<file path="src/rtl/gauge_pkg.sv">
package gauge_pkg;

    typedef enum logic [1:0] {
        PIN_OFF   = 2'b00,
        PIN_CC    = 2'b01,
        PIN_ALERT = 2'b10,
        PIN_RSVD  = 2'b11
    } pin_mode_e;

    typedef enum logic {
        AL_QUIET  = 1'b0,
        AL_ACTIVE = 1'b1
    } alert_state_e;

    localparam int CTRL_W      = 8;
    localparam int HALT_BIT    = 0;
    localparam int MODE_LSB    = 1;
    localparam int EXP_LSB     = 3;

endpackage

</file>
<file path="src/rtl/gauge_prescaler.sv">
module gauge_prescaler #(
    parameter int EXP_W = 3
) (
    input  logic             clk,
    input  logic             rst_n,
    input  logic             enable,
    input  logic             evt,
    input  logic             up,
    input  logic [EXP_W-1:0] exp_code,
    output logic             step_up,
    output logic             step_dn
);
    localparam int CNT_W = (1 << EXP_W) - 1;

    logic [CNT_W-1:0] run_cnt;
    logic [CNT_W-1:0] base;
    logic [CNT_W-1:0] limit;
    logic             last_up;
    logic             take;
    logic             fire;

    always_comb begin
        limit   = ~({CNT_W{1'b1}} << exp_code);
        base    = (up == last_up) ? run_cnt : '0;
        take    = enable && evt;
        fire    = take && (base >= limit);
        step_up = fire && up;
        step_dn = fire && !up;
    end

    always_ff @(posedge clk or negedge rst_n) begin
        if (!rst_n) begin
            run_cnt <= '0;
            last_up <= 1'b1;
        end else if (take) begin
            last_up <= up;
            run_cnt <= (base >= limit) ? '0 : base + CNT_W'(1);
        end
    end
endmodule

</file>
<file path="src/rtl/gauge_accum.sv">
module gauge_accum #(
    parameter int ACC_W = 16
) (
    input  logic             clk,
    input  logic             rst_n,
    input  logic             step_up,
    input  logic             step_dn,
    input  logic             load,
    input  logic [ACC_W-1:0] load_val,
    input  logic             force_full,
    output logic [ACC_W-1:0] acc
);
    localparam logic [ACC_W-1:0] MID  = {1'b0, {(ACC_W-1){1'b1}}};
    localparam logic [ACC_W-1:0] FULL = {ACC_W{1'b1}};
    localparam logic [ACC_W-1:0] ZERO = '0;

    always_ff @(posedge clk or negedge rst_n) begin
        if (!rst_n) begin
            acc <= MID;
        end else if (force_full) begin
            acc <= FULL;
        end else if (load) begin
            acc <= load_val;
        end else if (step_up && acc != FULL) begin
            acc <= acc + ACC_W'(1);
        end else if (step_dn && acc != ZERO) begin
            acc <= acc - ACC_W'(1);
        end
    end
endmodule

</file>
<file path="src/rtl/gauge_alert_fsm.sv">
module gauge_alert_fsm
    import gauge_pkg::*;
#(
    parameter int ACC_W = 16
) (
    input  logic             clk,
    input  logic             rst_n,
    input  logic [ACC_W-1:0] acc,
    input  logic [ACC_W-1:0] thr_hi,
    input  logic [ACC_W-1:0] thr_lo,
    input  logic             stat_rd,
    input  logic             alert_en,
    output logic             flag_hi,
    output logic             flag_lo,
    output logic             alert_n
);
    alert_state_e state, state_nx;
    logic         any_flag;

    always_ff @(posedge clk or negedge rst_n) begin
        if (!rst_n) begin
            flag_hi <= 1'b0;
            flag_lo <= 1'b0;
        end else if (stat_rd) begin
            flag_hi <= 1'b0;
            flag_lo <= 1'b0;
        end else begin
            flag_hi <= flag_hi || (acc > thr_hi);
            flag_lo <= flag_lo || (acc < thr_lo);
        end
    end

    always_ff @(posedge clk or negedge rst_n) begin
        if (!rst_n) state <= AL_QUIET;
        else        state <= state_nx;
    end

    always_comb begin
        any_flag = flag_hi || flag_lo;
        state_nx = state;
        unique case (state)
            AL_QUIET:  if (alert_en && any_flag)    state_nx = AL_ACTIVE;
            AL_ACTIVE: if (!alert_en || !any_flag)  state_nx = AL_QUIET;
        endcase
    end

    always_comb begin
        alert_n = (state != AL_ACTIVE);
    end
endmodule

</file>
<file path="src/rtl/coulomb_gauge.sv">
module coulomb_gauge
    import gauge_pkg::*;
#(
    parameter int ACC_W = 16,
    parameter int EXP_W = 3
) (
    input  logic              clk,
    input  logic              rst_n,
    input  logic              evt_pulse,
    input  logic              evt_up,
    input  logic              ctrl_we,
    input  logic [CTRL_W-1:0] ctrl_wdata,
    input  logic              acc_we,
    input  logic [ACC_W-1:0]  acc_wdata,
    input  logic              thr_hi_we,
    input  logic              thr_lo_we,
    input  logic [ACC_W-1:0]  thr_wdata,
    input  logic              stat_rd,
    input  logic              cc_pin,
    output logic [CTRL_W-1:0] ctrl_q,
    output logic [ACC_W-1:0]  acc_q,
    output logic [ACC_W-1:0]  thr_hi_q,
    output logic [ACC_W-1:0]  thr_lo_q,
    output logic              flag_hi,
    output logic              flag_lo,
    output logic              alert_n
);
    localparam logic [CTRL_W-1:0] CTRL_RST =
        CTRL_W'({EXP_W{1'b1}}) << EXP_LSB | CTRL_W'(PIN_ALERT) << MODE_LSB;

    pin_mode_e        pin_mode;
    logic [EXP_W-1:0] exp_code;
    logic             count_en;
    logic             force_full;
    logic             step_up, step_dn;

    always_ff @(posedge clk or negedge rst_n) begin
        if (!rst_n) begin
            ctrl_q   <= CTRL_RST;
            thr_hi_q <= '1;
            thr_lo_q <= '0;
        end else begin
            if (ctrl_we)   ctrl_q   <= ctrl_wdata;
            if (thr_hi_we) thr_hi_q <= thr_wdata;
            if (thr_lo_we) thr_lo_q <= thr_wdata;
        end
    end

    always_comb begin
        pin_mode   = pin_mode_e'(ctrl_q[MODE_LSB +: 2]);
        exp_code   = ctrl_q[EXP_LSB +: EXP_W];
        count_en   = !ctrl_q[HALT_BIT];
        force_full = (pin_mode == PIN_CC) && cc_pin;
    end

    gauge_prescaler #(.EXP_W(EXP_W)) u_pre (
        .clk(clk), .rst_n(rst_n), .enable(count_en), .evt(evt_pulse),
        .up(evt_up), .exp_code(exp_code), .step_up(step_up), .step_dn(step_dn)
    );

    gauge_accum #(.ACC_W(ACC_W)) u_acc (
        .clk(clk), .rst_n(rst_n), .step_up(step_up), .step_dn(step_dn),
        .load(acc_we), .load_val(acc_wdata), .force_full(force_full), .acc(acc_q)
    );

    gauge_alert_fsm #(.ACC_W(ACC_W)) u_alert (
        .clk(clk), .rst_n(rst_n), .acc(acc_q), .thr_hi(thr_hi_q), .thr_lo(thr_lo_q),
        .stat_rd(stat_rd), .alert_en(pin_mode == PIN_ALERT),
        .flag_hi(flag_hi), .flag_lo(flag_lo), .alert_n(alert_n)
    );
endmodule

</file>
<file path="config.mk">
export PLATFORM = sky130hd
export DESIGN_NAME = coulomb_gauge
export DESIGN_NICKNAME = d
export VERILOG_FILES = /design/src/rtl/gauge_pkg.sv /design/src/rtl/gauge_prescaler.sv /design/src/rtl/gauge_accum.sv /design/src/rtl/gauge_alert_fsm.sv /design/src/rtl/coulomb_gauge.sv
export SDC_FILE = /design/constraint.sdc
export NUM_CORES = 1
export LEC_CHECK = 0
export BUFFER_PORTS_ARGS = -buffer_cell sky130_fd_sc_hd__buf_2
export CAP_MARGIN = 20
export CELL_PAD_IN_SITES_DETAIL_PLACEMENT = 1
export CELL_PAD_IN_SITES_GLOBAL_PLACEMENT = 1
export CORE_MARGIN = 5
export CORE_UTILIZATION = 44
export DETAILED_ROUTE_END_ITERATION = 10
export PLACE_DENSITY = 0.91
export SLEW_MARGIN = 10
export SYNTH_ARGS = -nofsm -noshare
export SYNTH_HDL_FRONTEND = slang
export SYNTH_SLANG_ARGS = --single-unit
</file>
<file path="constraint.sdc">
create_clock -name clk -period 9.1 [get_ports clk]
set_input_delay 0.91 -clock clk [delete_from_list [all_inputs] [get_ports clk]]
set_output_delay 0.91 -clock clk [all_outputs]
set_load 0.02 [all_outputs]
</file>
======== After elaboration in Yosys (flattened, before gate mapping) ========
Index checks and enable logic that the tools add are counted.
storage, ports and cells
  register bits ........................... 67
  bits of input ports ..................... 50
  output and inout bits ................... 59
  word-level logic and storage cells ...... 51
cells by class
  add/subtract/negate cells ............... 3
  $lt $le $gt $ge ......................... 3
  equal/unequal tests ..................... 4
  shifts and indexed selects .............. 1
  mux-type cells .......................... 11
  bitwise logic cells ..................... 2
  reductions and logical operators ........ 18
operators with widths
  cell                                                                  count
  16-bit two-way mux                                                    4
  16-bit by 1-bit adder with 16-bit output, second input constant       1
  16-bit greater-than comparator                                        1
  16-bit < comparator                                                   1
  16-bit != test, second input constant                                 1
  16-bit nonzero test                                                   1
  16-bit by 1-bit subtractor with 16-bit output, second input constant  1
  7-bit two-way mux                                                     2
  1-bit logical AND                                                     8
  7-bit by 1-bit adder with 7-bit output, second input constant         1
  7-bit >= comparator                                                   1
  7-bit NOT                                                             1
  7-bit by 3-bit left shift with 7-bit output, first input constant     1
  1-bit zero test                                                       4
  1-bit logical OR                                                      4
  1-bit two-way mux                                                     4
  4-bit nonzero test                                                    1
  2-bit by 1-bit == test with 1-bit output, second input constant       1
  2-bit == test, second input constant                                  1
  1-bit one-hot mux with 2 select lines                                 1
  1-bit == test                                                         1
  1-bit NOT                                                             1

======== Longest topological paths before layout ========
Gate-level depths: netlist (run 1).
  depth after elaboration ................. 10
  gate-level depth with buffers ........... 19
  gate-level depth less buffers ........... 19

======== Cells and area by module ========
From an unflattened synthesis (run 1), not the netlist that was laid out.
second synthesis, totals
  cells, all modules ...................... 487
  area, all modules ....................... 4982.3 µm²
by module, submodules not included
  module           instances  cells each  area an instance (µm²)  seq. area each (µm²)
  gauge_accum      1          199         1642.8                  419.2
  coulomb_gauge    1          88          1637.8                  1026.0
  gauge_alert_fsm  1          119         939.7                   75.1
  gauge_prescaler  1          81          762.0                   201.4

======== Worst setup path after synthesis (run 1) ========
Ideal clock, no wire load.
  path type ............................... input -> register
  from .................................... input evt_up
  to ...................................... register u_acc.acc[15]
  setup time .............................. 82 ps
  arrival ................................. 4784 ps
  data required time ...................... 9018 ps
  path slack .............................. 4234 ps
  cell stages on the path ................. 19
  buffers on the path ..................... 0
  cell sequence ........................... xnor2_2 and2_1 inv_1 ha_1 nand2b_1 a22oi_1 o32ai_2 a221oi_4 nor2_4 inv_1 ha_1 a211oi_2 o21bai_2 o41ai_4 o21ai_2 a221oi_2 xnor2_1 or3_1 a31oi_1
on the way
  longest elaborated chain between the ends .. 9
  elaborated cells on any way between the ends .. 13
  classes of those cells .................. 1 x order compare; 1 x eq/ne; 4 x mux; 7 x reduce/logical
RTL lines
  item                  RTL line               RTL
  from (decl)           coulomb_gauge.sv:10    input logic evt_up,
  1-bit == test         gauge_prescaler.sv:24  base = (up == last_up) ? run_cnt : '0;
  7-bit two-way mux     gauge_prescaler.sv:24
  7-bit >= comparator   gauge_prescaler.sv:26  fire = take && (base >= limit);
  1-bit logical AND     gauge_prescaler.sv:26
  1-bit logical AND     gauge_prescaler.sv:27  step_up = fire && up;
  1-bit logical AND     gauge_accum.sv:24      end else if (step_up && acc != FULL) begin
  16-bit two-way mux    gauge_accum.sv:24
  16-bit two-way mux    gauge_accum.sv:22      end else if (load) begin
  16-bit two-way mux    gauge_accum.sv:20      end else if (force_full) begin
  to (signal assigned)  gauge_accum.sv:23      acc <= load_val;
  to (signal assigned)  gauge_accum.sv:25      acc <= acc + ACC_W'(1);
  to (signal assigned)  gauge_accum.sv:27      acc <= acc - ACC_W'(1);
  to (decl)             gauge_accum.sv:11      output logic [ACC_W-1:0] acc
Parallel ways exist; a longest one is shown, timed or not.
A chain may end at the register's enable or synchronous reset.

======== Final worst setup path (run 1) ========
Same ends and word-level chain as after synthesis.

==> metrics.txt, run 1 <==
outcome=completed; ant diodes=0; most common cell in the netlist=nand2_1; area grow syn2layout=18.8%; Worst Hold Depth=1; Worst Setup Start Kind=input pin; crit-path max FO=16; cell taking the most area after synthesis=dfstp_2; Clock transition at path regs=0.09 ns; Max Clock Freq=181 MHz; nets=701; total power=approximately 1.0 mW; R2R cell count=19; first-pass GRT wire length=23600 um; period utilization=60.6%; Worst slew margin=43.1%; MaxCap Viol Count=0; VDD IR max=86.2 uV; largest net degree at the start of global routing=about 70; post-DP HPWL=11100 um; CTS tree=yes; worst skew pair latency=roughly 0.37 ns; num rows=37; DR vias=~4200; Starting DRT DRC Count=172; dpl cells=just over 700; initial antenna violation count=0; Leak=2.59 nW; Setup TNS Final=0 ns; clk sinks=67; # setup viols final=0; crit path kind=input pin to register; top_reg_cell synth=dfstp_2; Mapped Cells=492; Post-synth top cells=nand2_1, ha_1, o21ai_0; DRT Pass-1 Iters=4; mapped cell area=between 0.004 and 0.005 mm^2; Die H=112 um; Cell Count, Final, Fillers Out=738; post-synth top area share=20.7%; ratio of cells with drive above 1 in the final layout=between 30% and 40%; main area contributors after synthesis=dfstp_2, dfrtp_1, ha_1; Final Skew=about 0.013 ns; WHS=0.482 ns; CTS buffer count=9; Ports=between 100 and 150; async set-reset flop share out of synthesis=100%; DIE WIDTH=~110 um; gr ovfl total=0; Setup Fix Bufs, Post-CTS=0; cts hold-fix bufs=0; Period minus WS final=5.52 ns; Worst EP required=between 9 and 10 ns; root buf cell=clkbuf_8; Slew @ Worst Pin=between 0.8 and 0.9 ns; sequential share of the synthesized area=37.6%; Synth Area per Inst=9.30 um^2; Post-synth EDFFs=0; worst-case clock buffer depth=2; HP Class=register to register; DRC=0; Yosys Warn Count=0; Crit path arrival time=around 5.8 ns; DRT Wirelength=14400 um; core area=around 0.010 mm^2; WL/cell=19.6 um; IO Port Bufs=108; Vias per Instance=5.72; pwr dens=190 mW/mm^2; cts repair resizes=0; initial core utilization=44.7%; Crit. End Element=register; H-tree levels=3; GRT Util Overall=between 20% and 30%; post-route ant nets=0; RSZ-0062 raised after global routing=false; number of global-route vias before repair=between 4000 and 5000; syn_nets=596; Netlist cell types=63; #FFs+latches synth=67; GPL Wtd Cong=0.903; Final Hold Fails=0; Die ar.=0.0125 mm^2; final slew viol count=0
==> critical path, stage by stage <==
cell and delay (ns):
buf_2 0.13, xnor2_2 0.53, and2_1 0.25, inv_1 0.09, ha_1 0.29, nand2b_1 0.17, a22oi_1 0.21, o32ai_2 0.14
a221oi_4 0.51, nor2_4 0.08, inv_1 0.42, ha_1 0.36, a211oi_2 0.28, o21bai_2 0.13, o41ai_4 0.30, o21ai_2 0.14
a221oi_2 0.28, xnor2_1 0.11, or3_1 0.31, a31oi_1 0.17
==> registers in the layout, indices dropped and copies added (netlist names) <==
name,flops
ctrl_q,8
thr_hi_q,16
thr_lo_q,16
u_acc.acc,16
u_alert.flag_hi,1
u_alert.flag_lo,1
u_alert.state,1
u_pre.last_up,1
u_pre.run_cnt,7
==> power breakdown <==
| part | switching, mW | total, mW | internal, mW |
|---|---|---|---|
| registers | 0.0564 | 0.405 | 0.349 |
| logic | 0.216 | 0.359 | 0.142 |
| clock network | 0.127 | 0.270 | 0.142 |
| total | 0.400 | 1.03 | 0.634 |
==> logic make-up (layout without fill, tap and decap cells) <==
group                    after synthesis  in the layout  synth area share (%)
AO/OA/AOI/OAI                        137            137                  20.1
XOR/XNOR                              11             11                  2.27
adder cells (fa/ha/maj)               54             54                  14.9
buffers and inverters                 56            166                  4.92
flip-flops                            67             67                  37.6
multiplexers                          13             13                  3.09
AND/OR/NAND/NOR                      154            154                  17.1
==> area by class of cell <==
cell class | count | area (um^2)
clock buffer | 11 | 151
timing repair buffer | 109 | 548
clock inverter | 5 | 60.1
sequential | 67 | 1720
fill | 1227 | 4800
inverter | 41 | 154
tap | 136 | 170
multi-input combinational | 369 | 2630
==> through the flow <==
stage	area, um^2	setup slack (ns)	util, %
final	5440	3.58	53.1
after global routing	5440	3.24	53.1
after CTS	5440	3.61	53.1
after detailed placement	5220	3.24	51.1
after global placement	5220	3.50	51.1
after floorplan	4580	4.23	-
==> cell usage in the layout, fill, tap and decap left out, drive strengths merged, types with 3 or more instances in the layout <==
cell type  count
ha            53
nor3           4
o21ai         52
nor4           8
and2           7
clkbuf        11
nand4         10
buf          109
or3            3
and3           7
a21o          14
a21oi         30
xor2           4
o31ai          3
mux2           9
o211ai         5
a31oi          5
nor2          20
a221oi         5
xnor2          7
nand3          9
o21bai         4
mux2i          4
nor3b          6
dfstp         36
a211oi         6
nand2         60
dfrtp         31
nor2b          6
nand2b         7
inv           42
==> per-layer routing <==
metal  share of wire [%]  global-route usage [%]  vias to the layer above
li1                    -                       -                     1980
met3                 5.9                    4.13                       34
met5                   0                       0                        -
met4                 2.3                    8.09                        0
met2                  52                    41.9                      130
met1                  40                    28.1                     2080
==> worst paths after layout <==
| kind | slack (ns) | from | endpoint |
|---|---|---|---|
| max | 3.58 | evt_up | u_acc.acc[15]$_DFFE_PN0P_ |
| min | 0.48 | u_pre.run_cnt[6]$_DFFE_PN0P_ | u_pre.run_cnt[6]$_DFFE_PN0P_ |
| max reg2reg | 3.91 | u_pre.last_up$_DFFE_PN1P_ | u_acc.acc[15]$_DFFE_PN0P_ |
| min reg2reg | 0.48 | u_pre.run_cnt[6]$_DFFE_PN0P_ | u_pre.run_cnt[6]$_DFFE_PN0P_ |
| max in group asynchronous | 7.81 | rst_n | ctrl_q[6]$_DFFE_PN0P_ |
| min in group asynchronous | 0.73 | rst_n | thr_lo_q[6]$_DFFE_PN0P_ |
Note: power is estimated with default switching activity, not from simulation.
==> run 2, diff against run 1 <==
CORE_UTILIZATION = 41   (was 44)
PLACE_DENSITY = 0.86   (was 0.91)
clock period = 5.47 ns   (was 9.1 ns; I/O delays follow)
==> run 2 against run 1 <==
  * Hold slack lost 0.11 ns
  * Die area grew 6.7%
  * Sequential share of layout area grew 0.12 points
  * Critical path type is now register to register
  * Final cell count grew 0.95%
  * Highest routed layer unchanged
  * Final area shrank 0.39%
  * Clock skew shrank 0.0022 ns
==> metrics.txt, run 2 (synthesis gave the netlist of run 1 again) <==
outcome=completed; post-DP HPWL=10900 um (-2.2%); largest net degree at the start of global routing=68 (unchanged); Crit. End Element=register; dpl cells=729 (+0.97%); Max Clock Freq=212 MHz; pwr dens=303 mW/mm^2 (+59%); Largest regs=thr_hi_q: 16 flops, thr_lo_q: 16 flops, u_acc.acc: 16 flops; ratio of cells with drive above 1 in the final layout=31.1% (about the same); area grow syn2layout=18.3%; Die H=116 um (+3.3%); wire length on met1=5900 um (+2.5%); nets=704 (+0.43%); DRT Wirelength=14200 um (-1.6%); clk sinks=67 (unchanged); Fill cells=1326 (+8.1%); gr ovfl total=0 (unchanged); Die ar.=0.0134 mm^2 (+6.7%); Final Hold Fails=0 (unchanged); DR vias=4151 (-1.7%); H-tree levels=3 (unchanged); crit path kind=register to register; initial antenna violation count=0 (unchanged); Vias per Instance=5.57 (-2.7%); DRT Pass-1 Iters=4 (unchanged); core area=0.0109 mm^2 (+6.4%); # setup viols final=0 (unchanged); worst skew pair latency=0.36 ns (about the same); number of global-route vias before repair=4579 (-2.3%); DRC=0 (unchanged); crit-path max FO=15 (-1); VDD IR max=127 uV (+47%); WHS=0.367 ns (-0.115 ns); Top Metal Used=met4; DIE WIDTH=116 um (+3.3%); Crit path arrival time=5.00 ns (-0.81 ns); Ports=109 (unchanged); cts hold-fix bufs=0 (unchanged); total power=1.64 mW (+59%); GRT Util Overall=22.1% (-1.3 points); IO Port Bufs=108 (unchanged); Final Skew=0.0103 ns (-0.00219 ns); GPL Wtd Cong=0.891 (-1.3%); Worst EP required=5.75 ns (-3.65 ns); post-route ant nets=0 (unchanged); MaxCap Viol Count=0 (unchanged); Slew @ Worst Pin=0.886 ns (+0.0330 ns); most frequent cells in the layout=buf_2, nand2_1, ha_1; Period minus WS final=4.72 ns; Final Core Density=49.7% (-3.4 points); root buf cell=clkbuf_8; Starting DRT DRC Count=177 (+2.9%); num rows=38 (+2.7%); ant diodes=0 (unchanged); Leak=2.58 nW (-0.37%); WL/cell=19.1 um (-2.6%); Clock transition at path regs=0.07 ns (-0.02 ns); Setup Fix Bufs, Post-CTS=0 (unchanged); Worst Setup Start Kind=register; CTS buffer count=9 (unchanged); period utilization=a little under nine tenths; Setup TNS Final=0 ns (unchanged); final slew viol count=0 (unchanged); initial core utilization=42.0% (-2.7 points); WL met3=658 um (-23%); CTS tree=yes; most common cell after layout, fill and taps aside=buf_2; HP Class=input pin to register; first-pass GRT wire length=23100 um (-1.9%); Cell Count, Final, Fillers Out=745 (+0.95%); RSZ-0062 raised after global routing=false; metal2 WL=7110 um (-5.2%); worst-case clock buffer depth=2 (unchanged); cts repair resizes=0 (unchanged); Worst slew margin=40.9% (-2.2 points)
-- run 2: cell types whose count changed in the layout (fill, tap and decap cells not counted) --
cell       delta
buf_4         +3
bufinv_16     -1
clkbuf_1      +2
clkbuf_8      -2
clkinv_2      +2
inv_6         -1
-- run 2: metal layers --
metal,up-vias,track usage [%]
li1,1977,-
met1,2037,26.5
met2,101,38.1
met3,36,4.75
met4,0,9.67
met5,-,0
-- run 2: worst paths after layout --
check                                             startpoint  depth (start not counted)  slack [ns]                           end
min in group asynchronous                              rst_n                          2        0.38         ctrl_q[6]$_DFFE_PN0P_
worst max register to register     u_pre.last_up$_DFFE_PN1P_                         20        0.75     u_acc.acc[15]$_DFFE_PN0P_
max in group asynchronous                              rst_n                          2        4.49  u_pre.run_cnt[5]$_DFFE_PN0P_
worst min-delay path                                 stat_rd                          2        0.37     u_alert.flag_lo$_DFF_PN0_
worst max-delay path               u_pre.last_up$_DFFE_PN1P_                         20        0.75     u_acc.acc[15]$_DFFE_PN0P_
worst min register to register  u_pre.run_cnt[6]$_DFFE_PN0P_                          1        0.48  u_pre.run_cnt[6]$_DFFE_PN0P_
-- run 2: final cells by class --
class	count	area (um^2)	area share, %
sequential	67	1720	31.8
tap	140	175	3.24
clock buffer	11	131	2.43
timing repair buffer	112	571	10.5
multi-input combinational	369	2630	48.6
clock inverter	5	31.3	0.578
inverter	41	154	2.84
-- run 2: report_power, final --
| part | total (mW) | switching, mW | leakage, nW | internal (mW) |
|---|---|---|---|---|
| clock network | 0.373 | 0.210 | 0.0831 | 0.163 |
| logic | 0.596 | 0.356 | 1.73 | 0.240 |
| registers | 0.672 | 0.0911 | 0.760 | 0.581 |
| total | 1.64 | 0.657 | 2.58 | 0.984 |
-- run 2: critical path, cell delays in order (launching register included) --
cell	delay, ns
dfstp_2	0.55
xnor2_2	0.10
buf_4	0.21
and2_1	0.17
inv_1	0.09
ha_1	0.29
nand2b_1	0.16
a22oi_1	0.20
o32ai_2	0.14
a221oi_4	0.30
nor2_4	0.07
inv_1	0.27
ha_1	0.33
a211oi_2	0.29
o21bai_2	0.13
o41ai_4	0.28
o21ai_2	0.15
a221oi_2	0.29
xnor2_1	0.12
or3_1	0.32
a31oi_1	0.17
-- run 2: metrics by stage --
step | cell area (um^2) | worst slack, ns
after global routing | 5410 | 0.507
after CTS | 5410 | 0.748
after floorplan | 4580 | 0.967
after global placement | 5250 | 0.838
final | 5410 | 0.747
after detailed placement | 5250 | 0.599
==> run 3, diff against run 2 <==
CORE_UTILIZATION = 43   (was 41)
PLACE_DENSITY = 0.87   (was 0.86)
SKIP_CTS_REPAIR_TIMING = 1   (was not set)
SYNTH_HIERARCHICAL = 1   (was not set)
==> run 3 against run 2 <==
  * Clock power up 51%
  * Die area up 3.5%
  * Flip-flop and latch count unchanged
  * Register-to-register slack worse by 0.30 ns
  * Clock skew down 0.0029 ns
  * Critical endpoint is now u_acc/acc[12]$_DFFE_PN1P_
==> metrics.txt, run 3 <==
largest net degree at the start of global routing=68 (unchanged); initial antenna violation count=3 (+3); top_reg_cell synth=dfstp_2; mapped cell area=0.00498 mm^2 (+8.9%); Final Skew=0.00747 ns (-0.00285 ns); number of global-route vias before repair=4770 (+4.2%); WHS=0.387 ns (+0.0205 ns); sequential share of the synthesized area=34.6% (-3.1 points); Post-synth EDFFs=0 (unchanged); VDD IR max=184 uV (+45%); IO Port Bufs=108 (unchanged); final slew viol count=0 (unchanged); MaxCap Viol Count=0 (unchanged); most frequent cells in the layout=buf_2, ha_1, inv_1; post-DP HPWL=11900 um (+9.3%); CTS buffer count=9 (unchanged); Slew @ Worst Pin=0.890 ns (+0.00369 ns); DRC=0 (unchanged); worst-case clock buffer depth=2 (unchanged); DIE WIDTH=118 um (+1.7%); Worst EP required=5.72 ns (-0.03 ns); main area contributors after synthesis=dfstp_2, dfrtp_1, ha_1; most common cell in the netlist=ha_1; Crit. End Element=register; Worst slew margin=40.7% (-0.25 points); total power=2.08 mW (+27%); CTS tree=yes; RSZ-0062 raised after global routing=false; DRT Pass-1 Iters=5 (+1); ratio of cells with drive above 1 in the final layout=38.2% (+7.1 points); #FFs+latches synth=67 (unchanged); Placed Area=0.00557 mm^2 (+6.0%); WL/cell=21.7 um (+14%); Ports=109 (unchanged); # setup viols final=0 (unchanged); crit path kind=register to register; Synth Area per Inst=10.2 um^2 (+10%); Leak=2.73 nW (+6.0%); Die ar.=0.0138 mm^2 (+3.5%); core area=0.0114 mm^2 (+4.4%); Netlist cell types=79 (+25%); most common cell after layout, fill and taps aside=buf_2; clk sinks=67 (unchanged); Vias per Instance=5.83 (+4.6%); pwr dens=356 mW/mm^2 (+17%); Period minus WS final=5.02 ns (+0.301 ns); GPL Wtd Cong=0.883 (-0.90%); Setup TNS Final=0 ns (unchanged); Fill cells=1318 (-0.60%); gr ovfl total=0 (unchanged); Final Cell Area=0.00586 mm^2 (+8.3%); Crit path arrival time=5.27 ns (+0.27 ns); DRT Wirelength=16200 um (+14%); num rows=39 (+2.6%); DR vias=4337 (+4.5%); outcome=completed; Clock transition at path regs=0.06 ns (about the same); initial core utilization=43.8% (+1.8 points); Starting DRT DRC Count=305 (+72%); post-route ant nets=0 (unchanged); post-synth top area share=19.0% (-1.7 points); GRT Util Overall=23.2% (+1.1 points); syn_nets=590 (-1.0%); crit-path max FO=14 (-1); cell taking the most area after synthesis=dfstp_2; Die H=118 um (+1.7%); root buf cell=clkbuf_16; Post-synth top cells=ha_1, inv_1, dfstp_2; Max Clock Freq=199 MHz (-6.0%); H-tree levels=3 (unchanged); Yosys Warn Count=6 (+6); Worst Setup Start Kind=register; nets=698 (-0.85%); period utilization=91.8% (+5.5 points); Final Hold Fails=0 (unchanged); Mapped Cells=487 (-1.0%); Largest regs=thr_hi_q: 16 flops, thr_lo_q: 16 flops, u_acc/acc: 16 flops; worst skew pair latency=0.35 ns (about the same); first-pass GRT wire length=25800 um (+12%); async set-reset flop share out of synthesis=100% (unchanged); area grow syn2layout=17.7%; HP Class=input pin to register
[run 3: final timing paths]
path / from / end / slack [ns] / depth (start not counted)
max: u_pre/last_up$_DFFE_PN1P_ / u_acc/acc[12]$_DFFE_PN1P_ / 0.45 / 18
min: stat_rd / u_alert/flag_hi$_DFF_PN0_ / 0.39 / 2
max reg2reg: u_pre/last_up$_DFFE_PN1P_ / u_acc/acc[12]$_DFFE_PN1P_ / 0.45 / 18
min reg2reg: ctrl_q[6]$_DFFE_PN0P_ / ctrl_q[6]$_DFFE_PN0P_ / 0.52 / 1
max in group asynchronous: rst_n / thr_lo_q[6]$_DFFE_PN0P_ / 4.50 / 2
min in group asynchronous: rst_n / ctrl_q[7]$_DFFE_PN0P_ / 0.40 / 2
[run 3: where the power goes]
part,switching [mW],internal [mW]
combinational,0.469,0.324
clock,0.243,0.321
sequential,0.129,0.599
[run 3: logic make-up after synthesis]
logic type / count (synthesis) / synth area share, %
fa+ha+maj: 53 / 13.5
flops: 67 / 34.6
simple gates: 137 / 15.2
xor+xnor: 15 / 3.01
compound gates: 116 / 16.6
mux: 42 / 10.9
buf+inv: 57 / 6.28
[run 3: final cells by class]
type	count	area (um^2)	share of cell area, %
Multi-Input combinational cell	363	2950	50.3
Sequential cell	67	1720	29.4
Timing Repair Buffer	111	567	9.67
Clock buffer	11	243	4.14
Tap cell	143	179	3.05
Inverter	43	161	2.75
Clock inverter	5	37.5	0.640
Antenna cell	1	2.50	0.0427
[run 3: worst max-delay path, stage by stage (launching register included)]
cell and delay, ns:
dfstp_2 0.60, xnor2_4 0.14, and2_1 0.19, ha_1 0.34
a21boi_2 0.20, a211oi_1 0.26, nand4_1 0.22, a21oi_2 0.33
nor2_1 0.14, o41ai_4 0.12, buf_6 0.25, inv_1 0.10
fa_1 0.39, nand2b_1 0.20, a21oi_1 0.24, o21ai_0 0.27
or4b_2 0.72, nand3_1 0.11, a21oi_1 0.08
[run 3: per-layer routing]
layer	vias to the layer above	GRT usage (%)	wire, um
li1	1991	-	-
met3	39	5.96	1070
met5	-	0	25
met4	4	10.0	460
met2	161	40.0	8150
met1	2142	27.1	6460
[run 3: metrics by stage]
stage               util, %  setup slack (ns)  std cells
global route           51.6             0.146        744
finish                 51.6             0.446        744
CTS                    51.4             0.281        742
global placement       48.9             0.432        726
detailed placement     48.9             0.146        726
floorplan                 -              1.04        487
